`config.mk`:
```
export PLATFORM = sky130hd
export DESIGN_NAME = cfgseq_init
export DESIGN_NICKNAME = d
export VERILOG_FILES = /design/src/rtl/cfgseq_pkg.sv /design/src/rtl/cfgseq_table.sv /design/src/rtl/cfgseq_poll.sv /design/src/rtl/cfgseq_fsm.sv /design/src/rtl/cfgseq_init.sv
export SDC_FILE = /design/constraint.sdc
export NUM_CORES = 1
export LEC_CHECK = 0
export BUFFER_PORTS_ARGS = -buffer_cell sky130_fd_sc_hd__buf_4
export CORE_MARGIN = 3
export CORE_UTILIZATION = 50
export CTS_BUF_LIST = sky130_fd_sc_hd__clkbuf_16
export DETAILED_ROUTE_END_ITERATION = 7
export GPL_TIMING_DRIVEN = 0
export PLACE_DENSITY = 0.7
export SLEW_MARGIN = 20
export SYNTH_ARGS = -nofsm -noshare
export SYNTH_HDL_FRONTEND = slang
export SYNTH_SLANG_ARGS = --single-unit
```
`constraint.sdc`:
```
create_clock -name clk -period 3.2 [get_ports clk]
set_input_delay 0.16 -clock clk [delete_from_list [all_inputs] [get_ports clk]]
set_output_delay 0.16 -clock clk [all_outputs]
set_load 0.02 [all_outputs]
```
`src/rtl/cfgseq_pkg.sv`:
```
package cfgseq_pkg;

   localparam int REG_AW = 3;

   // bridge register offsets (decoded by the bridge)
   localparam logic [REG_AW-1:0] OFS_PTR  = 3'd0;
   localparam logic [REG_AW-1:0] OFS_DAT  = 3'd1;
   localparam logic [REG_AW-1:0] OFS_LOCK = 3'd2;
   localparam logic [REG_AW-1:0] OFS_TEN  = 3'd4;
   localparam logic [REG_AW-1:0] OFS_CTL  = 3'd5;

   localparam logic [7:0] LOCK_BITS = 8'h03;
   localparam logic [7:0] CTL_ON    = 8'h01;
   localparam logic [7:0] CTL_RDREQ = 8'h02;
   localparam logic [7:0] CTL_WBUSY = 8'h04;
   localparam logic [7:0] TEN_ON    = 8'h01;

   // micro-step numbers of one entry
   localparam logic [3:0] STEP_EN_POLL  = 4'd2;
   localparam logic [3:0] STEP_FIX      = 4'd3;
   localparam logic [3:0] STEP_CLOSE    = 4'd11;
   localparam logic [3:0] STEP_LAST     = 4'd13;

   localparam int PAIR_W = 16;
   localparam int DEF_ENTRIES = 9;
   localparam logic [PAIR_W*DEF_ENTRIES-1:0] DEFAULT_TABLE = {
      16'h3001, 16'h7000, 16'h0711,
      16'h3001, 16'h700C, 16'h0705,
      16'h3001, 16'h7001, 16'h0706};

   typedef enum logic [1:0] {OP_RMW, OP_WR, OP_POLL} op_kind_e;

   typedef struct packed {
      op_kind_e          kind;
      logic [REG_AW-1:0] ofs;
      logic [7:0]        setm;   // set mask, write value or poll mask
      logic [7:0]        clrm;   // clear mask for read-modify-write
   } uop_t;

   typedef enum logic [3:0] {
      ST_BOOT, ST_ENTRY, ST_ISSUE, ST_FETCH, ST_STORE,
      ST_WAIT, ST_SAMPLE, ST_JUDGE, ST_HALT
   } seq_state_e;

   function automatic uop_t mk(op_kind_e k, logic [REG_AW-1:0] o,
                               logic [7:0] s, logic [7:0] c);
      uop_t u;
      u.kind = k;
      u.ofs  = o;
      u.setm = s;
      u.clrm = c;
      return u;
   endfunction

   function automatic uop_t uop_at(logic [3:0] step, logic [7:0] idx, logic [7:0] val);
      case (step)
         4'd0:    return mk(OP_RMW,  OFS_LOCK, LOCK_BITS, 8'h00);
         4'd1:    return mk(OP_RMW,  OFS_CTL,  CTL_ON,    8'h00);
         4'd2:    return mk(OP_POLL, OFS_CTL,  CTL_RDREQ | CTL_WBUSY, 8'h00);
         4'd3:    return mk(OP_RMW,  OFS_CTL,  8'h00,     CTL_RDREQ);
         4'd4:    return mk(OP_RMW,  OFS_TEN,  TEN_ON,    8'h00);
         4'd5:    return mk(OP_WR,   OFS_PTR,  8'h00,     8'h00);
         4'd6:    return mk(OP_WR,   OFS_DAT,  idx,       8'h00);
         4'd7:    return mk(OP_POLL, OFS_CTL,  CTL_WBUSY, 8'h00);
         4'd8:    return mk(OP_WR,   OFS_PTR,  8'h01,     8'h00);
         4'd9:    return mk(OP_WR,   OFS_DAT,  val,       8'h00);
         4'd10:   return mk(OP_POLL, OFS_CTL,  CTL_WBUSY, 8'h00);
         4'd11:   return mk(OP_RMW,  OFS_TEN,  8'h00,     TEN_ON);
         4'd12:   return mk(OP_RMW,  OFS_CTL,  8'h00,     CTL_ON);
         default: return mk(OP_RMW,  OFS_LOCK, 8'h00,     LOCK_BITS);
      endcase
   endfunction

endpackage

```
`src/rtl/cfgseq_table.sv`:
```
module cfgseq_table
   import cfgseq_pkg::*;
#(
   parameter int N_ENTRIES = 9,
   parameter logic [PAIR_W*N_ENTRIES-1:0] ENTRY_TABLE = '0,
   parameter int IW = 4
)(
   input  logic [IW-1:0] sel_i,
   output logic [7:0]    idx_o,
   output logic [7:0]    val_o
);

   logic [7:0] idx_a [N_ENTRIES];
   logic [7:0] val_a [N_ENTRIES];

   for (genvar g = 0; g < N_ENTRIES; g++) begin : g_ent
      assign idx_a[g] = ENTRY_TABLE[PAIR_W*g+8 +: 8];
      assign val_a[g] = ENTRY_TABLE[PAIR_W*g   +: 8];
   end

   always_comb begin
      idx_o = '0;
      val_o = '0;
      for (int i = 0; i < N_ENTRIES; i++) begin
         if (sel_i == IW'(i)) begin
            idx_o = idx_a[i];
            val_o = val_a[i];
         end
      end
   end

endmodule

```
`src/rtl/cfgseq_poll.sv`:
```
module cfgseq_poll #(
   parameter int GAP   = 15,
   parameter int LIMIT = 10
)(
   input  logic clk,
   input  logic rst_n,
   input  logic start_i,
   input  logic again_i,
   input  logic waiting_i,
   output logic due_o,
   output logic last_o
);

   localparam int TW = (LIMIT > 1) ? $clog2(LIMIT) : 1;

   if (GAP < 1) begin : g_bad_gap
      $error("cfgseq_poll: GAP must be at least 1");
   end
   if (LIMIT < 1) begin : g_bad_limit
      $error("cfgseq_poll: LIMIT must be at least 1");
   end

   logic [TW-1:0] tries_q;

   always_ff @(posedge clk or negedge rst_n) begin
      if (!rst_n)       tries_q <= '0;
      else if (start_i) tries_q <= '0;
      else if (again_i) tries_q <= tries_q + TW'(1);
   end

   assign last_o = (tries_q == TW'(LIMIT-1));

   if (GAP > 1) begin : g_gap_cnt
      localparam int GW = $clog2(GAP);
      logic [GW-1:0] gap_q;
      always_ff @(posedge clk or negedge rst_n) begin
         if (!rst_n)                   gap_q <= '0;
         else if (start_i || again_i)  gap_q <= '0;
         else if (waiting_i && !due_o) gap_q <= gap_q + GW'(1);
      end
      assign due_o = waiting_i && (gap_q == GW'(GAP-1));
   end else begin : g_gap_none
      assign due_o = waiting_i;
   end


   poll_bound_chk: assert property (@(posedge clk) disable iff (!rst_n)
      tries_q <= TW'(LIMIT-1));


   no_retry_after_last_chk: assert property (@(posedge clk) disable iff (!rst_n)
      again_i |-> !last_o);

endmodule

```
`src/rtl/cfgseq_fsm.sv`:
```
module cfgseq_fsm
   import cfgseq_pkg::*;
#(
   parameter int N_ENTRIES = 9,
   parameter int IW = 4
)(
   input  logic              clk,
   input  logic              rst_n,
   input  logic              host_pwr_ok,
   input  logic [7:0]        ent_idx_i,
   input  logic [7:0]        ent_val_i,
   output logic [IW-1:0]     ent_sel_o,
   input  logic [7:0]        rdata_i,
   input  logic              due_i,
   input  logic              last_i,
   output logic              poll_start_o,
   output logic              poll_again_o,
   output logic              poll_wait_o,
   output logic              bus_vld_o,
   output logic              bus_wr_o,
   output logic [REG_AW-1:0] bus_addr_o,
   output logic [7:0]        bus_wdata_o,
   output logic              done_o,
   output logic              err_o,
   output logic [IW-1:0]     fail_idx_o
);

   seq_state_e    st_q;
   logic [3:0]    step_q;
   logic [IW-1:0] ent_q;
   logic [7:0]    cap_q;
   logic          bad_q;
   logic          done_q;
   logic          err_q;
   logic [IW-1:0] fail_q;
   uop_t          uop;
   logic          busy;

   assign uop       = uop_at(step_q, ent_idx_i, ent_val_i);
   assign busy      = |(cap_q & uop.setm);
   assign ent_sel_o = ent_q;

   assign poll_start_o = (st_q == ST_ISSUE) && (uop.kind == OP_POLL);
   assign poll_again_o = (st_q == ST_JUDGE) && busy && !last_i;
   assign poll_wait_o  = (st_q == ST_WAIT);

   always_comb begin
      bus_vld_o   = 1'b0;
      bus_wr_o    = 1'b0;
      bus_addr_o  = '0;
      bus_wdata_o = '0;
      case (st_q)
         ST_FETCH: begin
            bus_vld_o  = 1'b1;
            bus_addr_o = uop.ofs;
         end
         ST_STORE: begin
            bus_vld_o   = 1'b1;
            bus_wr_o    = 1'b1;
            bus_addr_o  = uop.ofs;
            bus_wdata_o = (uop.kind == OP_RMW) ? ((cap_q | uop.setm) & ~uop.clrm)
                                               : uop.setm;
         end
         ST_SAMPLE: begin
            bus_vld_o  = 1'b1;
            bus_addr_o = OFS_CTL;
         end
         default: ;
      endcase
   end

   always_ff @(posedge clk or negedge rst_n) begin
      if (!rst_n) begin
         st_q   <= ST_BOOT;
         step_q <= '0;
         ent_q  <= '0;
         cap_q  <= '0;
         bad_q  <= 1'b0;
         done_q <= 1'b0;
         err_q  <= 1'b0;
         fail_q <= '0;
      end else begin
         done_q <= 1'b0;
         case (st_q)
            ST_BOOT: st_q <= ST_ENTRY;
            ST_ENTRY: begin
               if (bad_q) begin
                  err_q  <= 1'b1;
                  fail_q <= ent_q;
                  done_q <= 1'b1;
                  st_q   <= ST_HALT;
               end else if (ent_q == IW'(N_ENTRIES)) begin
                  done_q <= 1'b1;
                  st_q   <= ST_HALT;
               end else if (!host_pwr_ok) begin
                  err_q  <= 1'b1;
                  fail_q <= ent_q;
                  done_q <= 1'b1;
                  st_q   <= ST_HALT;
               end else begin
                  step_q <= '0;
                  st_q   <= ST_ISSUE;
               end
            end
            ST_ISSUE: begin
               case (uop.kind)
                  OP_RMW:  st_q <= ST_FETCH;
                  OP_WR:   st_q <= ST_STORE;
                  default: st_q <= ST_WAIT;
               endcase
            end
            ST_FETCH: begin
               cap_q <= rdata_i;
               st_q  <= ST_STORE;
            end
            ST_STORE: begin
               if (step_q == STEP_LAST) begin
                  if (!bad_q) ent_q <= ent_q + IW'(1);
                  st_q <= ST_ENTRY;
               end else begin
                  step_q <= step_q + 4'd1;
                  st_q   <= ST_ISSUE;
               end
            end
            ST_WAIT: if (due_i) st_q <= ST_SAMPLE;
            ST_SAMPLE: begin
               cap_q <= rdata_i;
               st_q  <= ST_JUDGE;
            end
            ST_JUDGE: begin
               if (!busy) begin
                  step_q <= (step_q == STEP_EN_POLL) ? STEP_FIX + 4'd1 : step_q + 4'd1;
                  st_q   <= ST_ISSUE;
               end else if (!last_i) begin
                  st_q <= ST_WAIT;
               end else if (step_q == STEP_EN_POLL) begin
                  step_q <= STEP_FIX;
                  st_q   <= ST_ISSUE;
               end else begin
                  bad_q  <= 1'b1;
                  step_q <= STEP_CLOSE;
                  st_q   <= ST_ISSUE;
               end
            end
            default: st_q <= ST_HALT;
         endcase
      end
   end

   assign done_o     = done_q;
   assign err_o      = err_q;
   assign fail_idx_o = fail_q;


   done_single_chk: assert property (@(posedge clk) disable iff (!rst_n)
      done_o |=> !done_o);


   halt_quiet_chk: assert property (@(posedge clk) disable iff (!rst_n)
      (st_q == ST_HALT) |-> !bus_vld_o);


   err_sticky_chk: assert property (@(posedge clk) disable iff (!rst_n)
      err_o |=> err_o);


   fail_hold_chk: assert property (@(posedge clk) disable iff (!rst_n)
      (st_q == ST_HALT && $past(st_q) == ST_HALT) |-> $stable(fail_idx_o));


   pwr_gate_chk: assert property (@(posedge clk) disable iff (!rst_n)
      (st_q == ST_ENTRY && !bad_q && ent_q != IW'(N_ENTRIES) && !host_pwr_ok)
      |=> (err_o && done_o && !bus_vld_o));

endmodule

```
`src/rtl/cfgseq_init.sv`:
```
module cfgseq_init
   import cfgseq_pkg::*;
#(
   parameter int N_ENTRIES  = DEF_ENTRIES,
   parameter logic [PAIR_W*N_ENTRIES-1:0] ENTRY_TABLE = DEFAULT_TABLE,
   parameter int POLL_GAP   = 15,
   parameter int POLL_LIMIT = 10
)(
   input  logic                           clk,
   input  logic                           rst_n,
   input  logic                           host_pwr_ok,
   output logic                           bus_vld,
   output logic                           bus_wr,
   output logic [REG_AW-1:0]              bus_addr,
   output logic [7:0]                     bus_wdata,
   input  logic [7:0]                     bus_rdata,
   output logic                           done,
   output logic                           err,
   output logic [$clog2(N_ENTRIES+1)-1:0] fail_idx
);

   localparam int IW = $clog2(N_ENTRIES+1);

   if (N_ENTRIES < 1) begin : g_bad_entries
      $error("cfgseq_init: table needs at least one entry");
   end

   logic [IW-1:0] sel;
   logic [7:0]    idx_b;
   logic [7:0]    val_b;
   logic          p_start;
   logic          p_again;
   logic          p_wait;
   logic          p_due;
   logic          p_last;

   cfgseq_table #(
      .N_ENTRIES   (N_ENTRIES),
      .ENTRY_TABLE (ENTRY_TABLE),
      .IW          (IW)
   ) u_table (
      .sel_i (sel),
      .idx_o (idx_b),
      .val_o (val_b)
   );

   cfgseq_poll #(
      .GAP   (POLL_GAP),
      .LIMIT (POLL_LIMIT)
   ) u_poll (
      .clk       (clk),
      .rst_n     (rst_n),
      .start_i   (p_start),
      .again_i   (p_again),
      .waiting_i (p_wait),
      .due_o     (p_due),
      .last_o    (p_last)
   );

   cfgseq_fsm #(
      .N_ENTRIES (N_ENTRIES),
      .IW        (IW)
   ) u_fsm (
      .clk          (clk),
      .rst_n        (rst_n),
      .host_pwr_ok  (host_pwr_ok),
      .ent_idx_i    (idx_b),
      .ent_val_i    (val_b),
      .ent_sel_o    (sel),
      .rdata_i      (bus_rdata),
      .due_i        (p_due),
      .last_i       (p_last),
      .poll_start_o (p_start),
      .poll_again_o (p_again),
      .poll_wait_o  (p_wait),
      .bus_vld_o    (bus_vld),
      .bus_wr_o     (bus_wr),
      .bus_addr_o   (bus_addr),
      .bus_wdata_o  (bus_wdata),
      .done_o       (done),
      .err_o        (err),
      .fail_idx_o   (fail_idx)
   );


   reset_quiet_chk: assert property (@(posedge clk)
      !rst_n |-> (!bus_vld && !done && !err));

endmodule

```
==> flow_summary.yaml, run 1 <==
status:
  status: "finished, final reports clean"
placed_design:
  dp_hpwl_um: 4410
  postPlaceCellArea_um2: 2790
  gp_congestion: 0.869
  portBuffers: 29
  place_ws_ps: -142
route:
  vias: 2263
  topRoutingLayerUsed: "met4"
  via_per_inst: 5.82
  routed_wirelength_um: 6090
  postRouteAntennaNets: 0
  firstDrtPassIters: 4
  drt_iter0_markers: 241
  route.detailed.drc: 0
  wl_met2_um: 2790
  route.met3.wl_um: 298
  m1WireLength_um: 2870
  wl_per_cell_um: 15.6
pwr:
  p_leak_nw: 1.31
  ir_worst_vdd_mv: 0.289
  p_per_area_nw_per_um2: 445
synthesis:
  yosysUniqueCellTypes: 60
  synth_nets: 306
  synth_area_um2: 2490
  ys_seq_area_frac: 0.352
  synthArstFlopShare: 1.00
  netlist_instances: 283
  syn_area_per_cell_um2: 8.78
  synth_warnings: 0
  ys.flop_type: "dfrtp_1"
  ys_seq_elements: 35
  synth_edf_count: 0
cells_and_area:
  diodes: 0
  syn2layout_area_growth_pct: 19.7
  fin_nets: 344
  drive_gt1_frac: 0.214
  finish.utilization: 0.626
  stdcell_area_um2: 2980
timing:
  setup_viol: 0
  finalMaxSlewViolations: 0
  fmax_mhz: 330
  finalHoldViolCount: 0
  hold_slack_ps: 74.8
  rsz0062_at_grt: "yes"
  setup_ws_ps: 170
  post-route-period-util: 0.947
  layout_min_cycle_time_ps: 3030
  setup_tns_ps: 0
  relSlewSlack: 0.530
  tightest_slew_ps: 695
  skew_ps: 8.11
run:
  drv_cap: 0
critical_path:
  arrival_ps: 3190
  crit_path_end_kind: "register"
  startpoint_type: "register"
  cp_max_fo: 6
  cp_data_required_time_ps: 3360
  critPathKind: "register to register"
grt:
  grt_max_degree: 36
  grtUsageTotal: 0.221
  gr-total-overflow: 0
  antenna_found_initial: 0
  grt_first_pass_wirelength_um: 10400
  grt_pass1_vias: 2192
floorplanning:
  die_h_um: 76.5
  die_w_um: 76.5
  rows: 25
  ios: 30
  core-area_um2: 4750
  die-area_um2: 5850
  initial_core_util: 0.523
clock_tree:
  cts_tree: "yes"
  cts.sinks: 35
  cts_buffer_depth: 2
  clock-root-buffer: "clkbuf_16"
  cts-buffers-inserted: 5
  clkLatencyLatePin_ps: 280
  cts.clk_slew.worst_paths_ps: 60
  htree_levels: 2
hold_path:
  hold_path_class: "input pin to register"
## worst paths after layout
check / from / to / slack, ps / depth (start not counted)
worst max-delay path: u_fsm.ent_sel_o[0] / u_fsm.step_q[2] / 170 / 9
worst min-delay path: bus_rdata[4] / u_fsm.cap_q[4] / 70 / 3
worst max register to register: u_fsm.ent_sel_o[0] / u_fsm.step_q[2] / 170 / 9
worst min register to register: u_fsm.err_o / u_fsm.err_o / 460 / 1
max in group asynchronous: rst_n / u_fsm.fail_idx_o[2] / 2500 / 2
min in group asynchronous: rst_n / u_fsm.step_q[3] / 370 / 2
## cell usage in the layout, fill, tap and decap left out, types with 3 or more instances in the layout
cell,synthesis,layout
buf_2,4,4
nand4_1,5,5
a21oi_1,20,20
nor2_1,28,28
nor3_1,9,9
nand3b_1,4,4
inv_1,15,16
dfrtp_1,35,35
o21ai_0,15,15
buf_4,0,30
nand2_1,20,20
mux2_2,10,10
nor4b_1,4,4
o31a_1,3,3
xor2_1,4,4
clkbuf_1,10,8
nor2b_1,8,8
a211oi_1,5,4
or2_2,4,4
nand3_1,5,5
xnor2_1,6,6
ha_1,12,12
nor3b_1,4,3
o41ai_1,3,3
a32oi_1,3,3
nand2b_1,6,6
clkbuf_16,0,5
## worst max-delay path: stages, from the launching register on
cell and delay (ps):
dfrtp_1 450, inv_1 120, ha_1 280, nor3b_2 210, o311ai_2 370, o21ai_0 230, a222oi_1 460, a21o_2 270
and2_2 200, mux2_1 330
## cell type report
class / instances / area, um^2
inverters: 15 / 56.3
well taps: 67 / 83.8
clock inverters: 3 / 11.3
fillers: 454 / 1780
multi-input cells: 218 / 1520
flip-flops and latches: 35 / 876
plain buffers: 15 / 63.8
clock buffers: 5 / 125
repair buffers: 31 / 235
## sequential cells by signal (all words and copies together) (netlist names)
register	cells
u_fsm.bad_q	1
u_fsm.cap_q	8
u_fsm.done_o	1
u_fsm.ent_sel_o	4
u_fsm.err_o	1
u_fsm.fail_idx_o	4
u_fsm.st_q	4
u_fsm.step_q	4
u_poll.g_gap_cnt.gap_q	4
u_poll.tries_q	4
## routing by layer
| layer | vias to the layer above | track usage |
|---|---|---|
| li1 | 1103 | - |
| met1 | 1095 | 0.318 |
| met2 | 54 | 0.335 |
| met3 | 11 | 0.0366 |
| met4 | 0 | 0.0761 |
| met5 | - | 0 |
## cells by family (layout without fill, tap and decap cells)
group,count (synthesis),count (layout),synth area share
muxes,12,12,0.0539
xor gates and xnor gates,10,10,0.0352
DFF,35,35,0.352
buffers and inverters,30,69,0.0473
AOI/OAI and AO/OA,71,71,0.201
adders and majority gates,12,12,0.0604
and+or+nand+nor,113,113,0.250
## power by group
group / switching [mW] / total [mW] / internal [mW]
Clock: 0.185 / 0.465 / 0.280
Combinational: 0.223 / 0.361 / 0.137
Sequential: 0.0254 / 0.498 / 0.472
Total: 0.434 / 1.32 / 0.890
## Yosys cell counts (4+ instances only)
master	instances	area share
a21oi_1	20	0.040
buf_2	4	0.0081
nand3_1	5	0.010
inv_1	15	0.023
nor3_1	9	0.018
nand2b_1	6	0.015
nor2b_1	8	0.020
nand4_1	5	0.013
ha_1	12	0.060
nand2_1	20	0.030
a211oi_1	5	0.015
mux2_2	10	0.045
nor3b_1	4	0.012
nor4b_1	4	0.014
or2_2	4	0.010
xnor2_1	6	0.021
nor2_1	28	0.042
dfrtp_1	35	0.35
clkbuf_1	10	0.015
xor2_1	4	0.014
nand3b_1	4	0.012
o21ai_0	15	0.030
## metrics by stage
stage	power [mW]	cells
finish	1.32	389
global placement	0.846	379
CTS	1.32	389
detailed placement	0.851	379
floorplan	0.748	283
global route	1.39	389
## repair_timing
item | CTS | global route
hold buffers | 1 | 0
pin swaps | 1 | 0
setup endpoints to repair | 2 | 10
setup buffers | 1 | 0
endpoints found under the hold margin | 35 | 0
gates resized for setup | 1 | 8
Note: power is estimated with default switching activity, not from simulation.
==> run 2, diff against run 1 <==
==> constraint.sdc (replaced) <==
create_clock -name clk -period 3.2 [get_ports clk]
set_input_delay 0.16 -clock clk [delete_from_list [all_inputs] [get_ports clk]]
set_output_delay 0.16 -clock clk [all_outputs]
set_load 0.05 [all_outputs]
==> run 2 against run 1 <==
Combinational power is 6.6% higher. Critical path depth is 1 higher. Via count hardly changed. Sequential cell count stayed put. Critical path type unchanged. Critical endpoint unchanged.
==> flow_summary.yaml, run 2 (synthesis results as in run 1) <==
cells_and_area:
  final_common_cell: "dfrtp_1"
  drive_gt1_frac: 0.238
  stdcell_area_um2: 3070
  fin_nets: 345
  mostFrequentLayoutCells: "35 x dfrtp_1, 31 x buf_4, 28 x nor2_1"
  multi_input_area_um2: 1560
  regMostFlops: "u_fsm.cap_q"
  diodes: 0
  syn2layout_area_growth_pct: 23.5
  fill_cells: 412
  regArea_um2: 876
  layout.cells.non_filler: 390
  largest_reg_flops: 8
critical_path:
  crit_path_end_kind: "register"
  cp_slowest_stage_delay_ps: 480
  r2r-end: "u_fsm.step_q[2]"
  arrival_ps: 3230
  startpoint_type: "register"
  critPathKind: "register to register"
  reg2reg_depth: 10
  cp_data_required_time_ps: 3360
  rr_startpoint: "u_fsm.ent_sel_o[0]"
  cp_top_family: "compound AO/OA/AOI/OAI gates"
  crit_chain: "inv_1 > ha_1 > buf_2 > and4bb_1 > o31a_1 > and2_1 > a211oi_2 > a21o_2 > and2_2 > mux2_1"
  cp_max_fo: 9
  crit_buf_inv: 2
  cp_slowest_cell: "a211oi_2"
  regToRegSetupSlack_ps: 130
grt:
  grt_max_degree: 36
  grt_pass1_vias: 2044
  grt_first_pass_wirelength_um: 10300
  antenna_found_initial: 0
  gr-total-overflow: 0
  grtUsageTotal: 0.218
pwr:
  ir_worst_vdd_mv: 0.295
  p_per_area_nw_per_um2: 497
  p_leak_nw: 1.34
route:
  postRouteAntennaNets: 0
  wl_per_cell_um: 15.6
  vias: 2264
  drt_iter0_markers: 210
  via_per_inst: 5.81
  route.detailed.drc: 0
  firstDrtPassIters: 4
  routed_wirelength_um: 6090
clock_tree:
  clock-root-buffer: "clkbuf_16"
  clkLatencyLatePin_ps: 280
  cts_tree: "yes"
  cts_buffer_depth: 2
  htree_levels: 2
  cts-buffers-inserted: 5
  cts.sinks: 35
  cts.clk_slew.worst_paths_ps: 60
floorplanning:
  ios: 30
  die-area_um2: 5850
  initial_core_util: 0.523
  core-area_um2: 4750
  rows: 25
  die_h_um: 76.5
  die_w_um: 76.5
timing:
  relSlewSlack: 0.507
  setup_viol: 0
  finalHoldViolCount: 0
  layout_min_cycle_time_ps: 3070
  post-route-period-util: 0.959
  hold_slack_ps: 81.7
  finalMaxSlewViolations: 0
  skew_ps: 3.37
  fmax_mhz: 326
  setup_tns_ps: 0
  tightest_slew_ps: 738
placed_design:
  portBuffers: 29
  placedCellCount: 379
  postPlaceCellArea_um2: 2790
  dp_hpwl_um: 4310
  gp_congestion: 0.886
hold_path:
  hold_path_class: "input pin to register"
  hold-path-endpoint: "u_fsm.cap_q[4]"
  hold_start: "bus_rdata[4]"
  hold_depth: 3
status:
  status: "finished, final reports clean"
run:
  drv_cap: 0
[run 2: cell type report]
cell class | count | area share
timing repair buffer | 32 | 0.0791
inverter | 15 | 0.0183
tap | 67 | 0.0273
sequential | 35 | 0.285
clock buffer | 5 | 0.0407
clock inverter | 3 | 0.0220
multi-input combinational | 218 | 0.507
buffer | 15 | 0.0208
[run 2: where the power goes]
part	leakage, nW	switching [mW]	internal (mW)
registers	0.463	0.0265	0.472
logic	0.787	0.245	0.140
clock network	0.0900	0.195	0.446
[run 2: how the worst max path moves through the flow]
stage          cells past startpoint  slack (ps)                from         endpoint
2_1_floorplan                      6         270       u_fsm.st_q[0]     bus_wdata[0]
3_3_place_gp                       9        -100  u_fsm.ent_sel_o[0]  u_fsm.step_q[2]
3_5_place_dp                       9        -120  u_fsm.ent_sel_o[0]  u_fsm.step_q[2]
4_1_cts                           10          10  u_fsm.ent_sel_o[0]  u_fsm.step_q[2]
5_1_grt                           11         -30     u_fsm.step_q[1]    u_fsm.st_q[1]
6_report                          10         130  u_fsm.ent_sel_o[0]  u_fsm.step_q[2]
[run 2: routing by layer]
layer  GRT usage  vias to the layer above  share of wire
met5           0                        -              0
met4      0.0634                        0         0.0097
met3      0.0414                        6          0.058
met2       0.312                       56           0.44
met1       0.332                     1092           0.49
li1            -                     1110              -
[run 2: timing repair]
item                                    in CTS  in global routing
hold buffers                                 1                  0
gates resized for setup                      0                 13
pin swaps                                    1                  2
hold endpoints to repair                    35                  0
buffers inserted                             1                  1
cloned                                       0                  0
endpoints found under the setup margin       1                 10
[run 2: worst reg2reg max path: stages (launching register included)]
cell      delay (ps)
dfrtp_1          450
inv_1            150
ha_1             150
buf_2            190
and4bb_1         240
o31a_1           320
and2_1           170
a211oi_2         480
a21o_2           270
and2_2           210
mux2_1           330
[run 2: metrics by stage]
| step | setup slack [ps] | total power [mW] | utilization |
|---|---|---|---|
| finish | 132 | 1.52 | 0.646 |
| global route | -27.5 | 1.61 | 0.646 |
| CTS | 15.0 | 1.51 | 0.632 |
| detailed placement | -125 | 0.864 | 0.588 |
| global placement | -98.2 | 0.863 | 0.588 |
| floorplan | 275 | 0.763 | - |
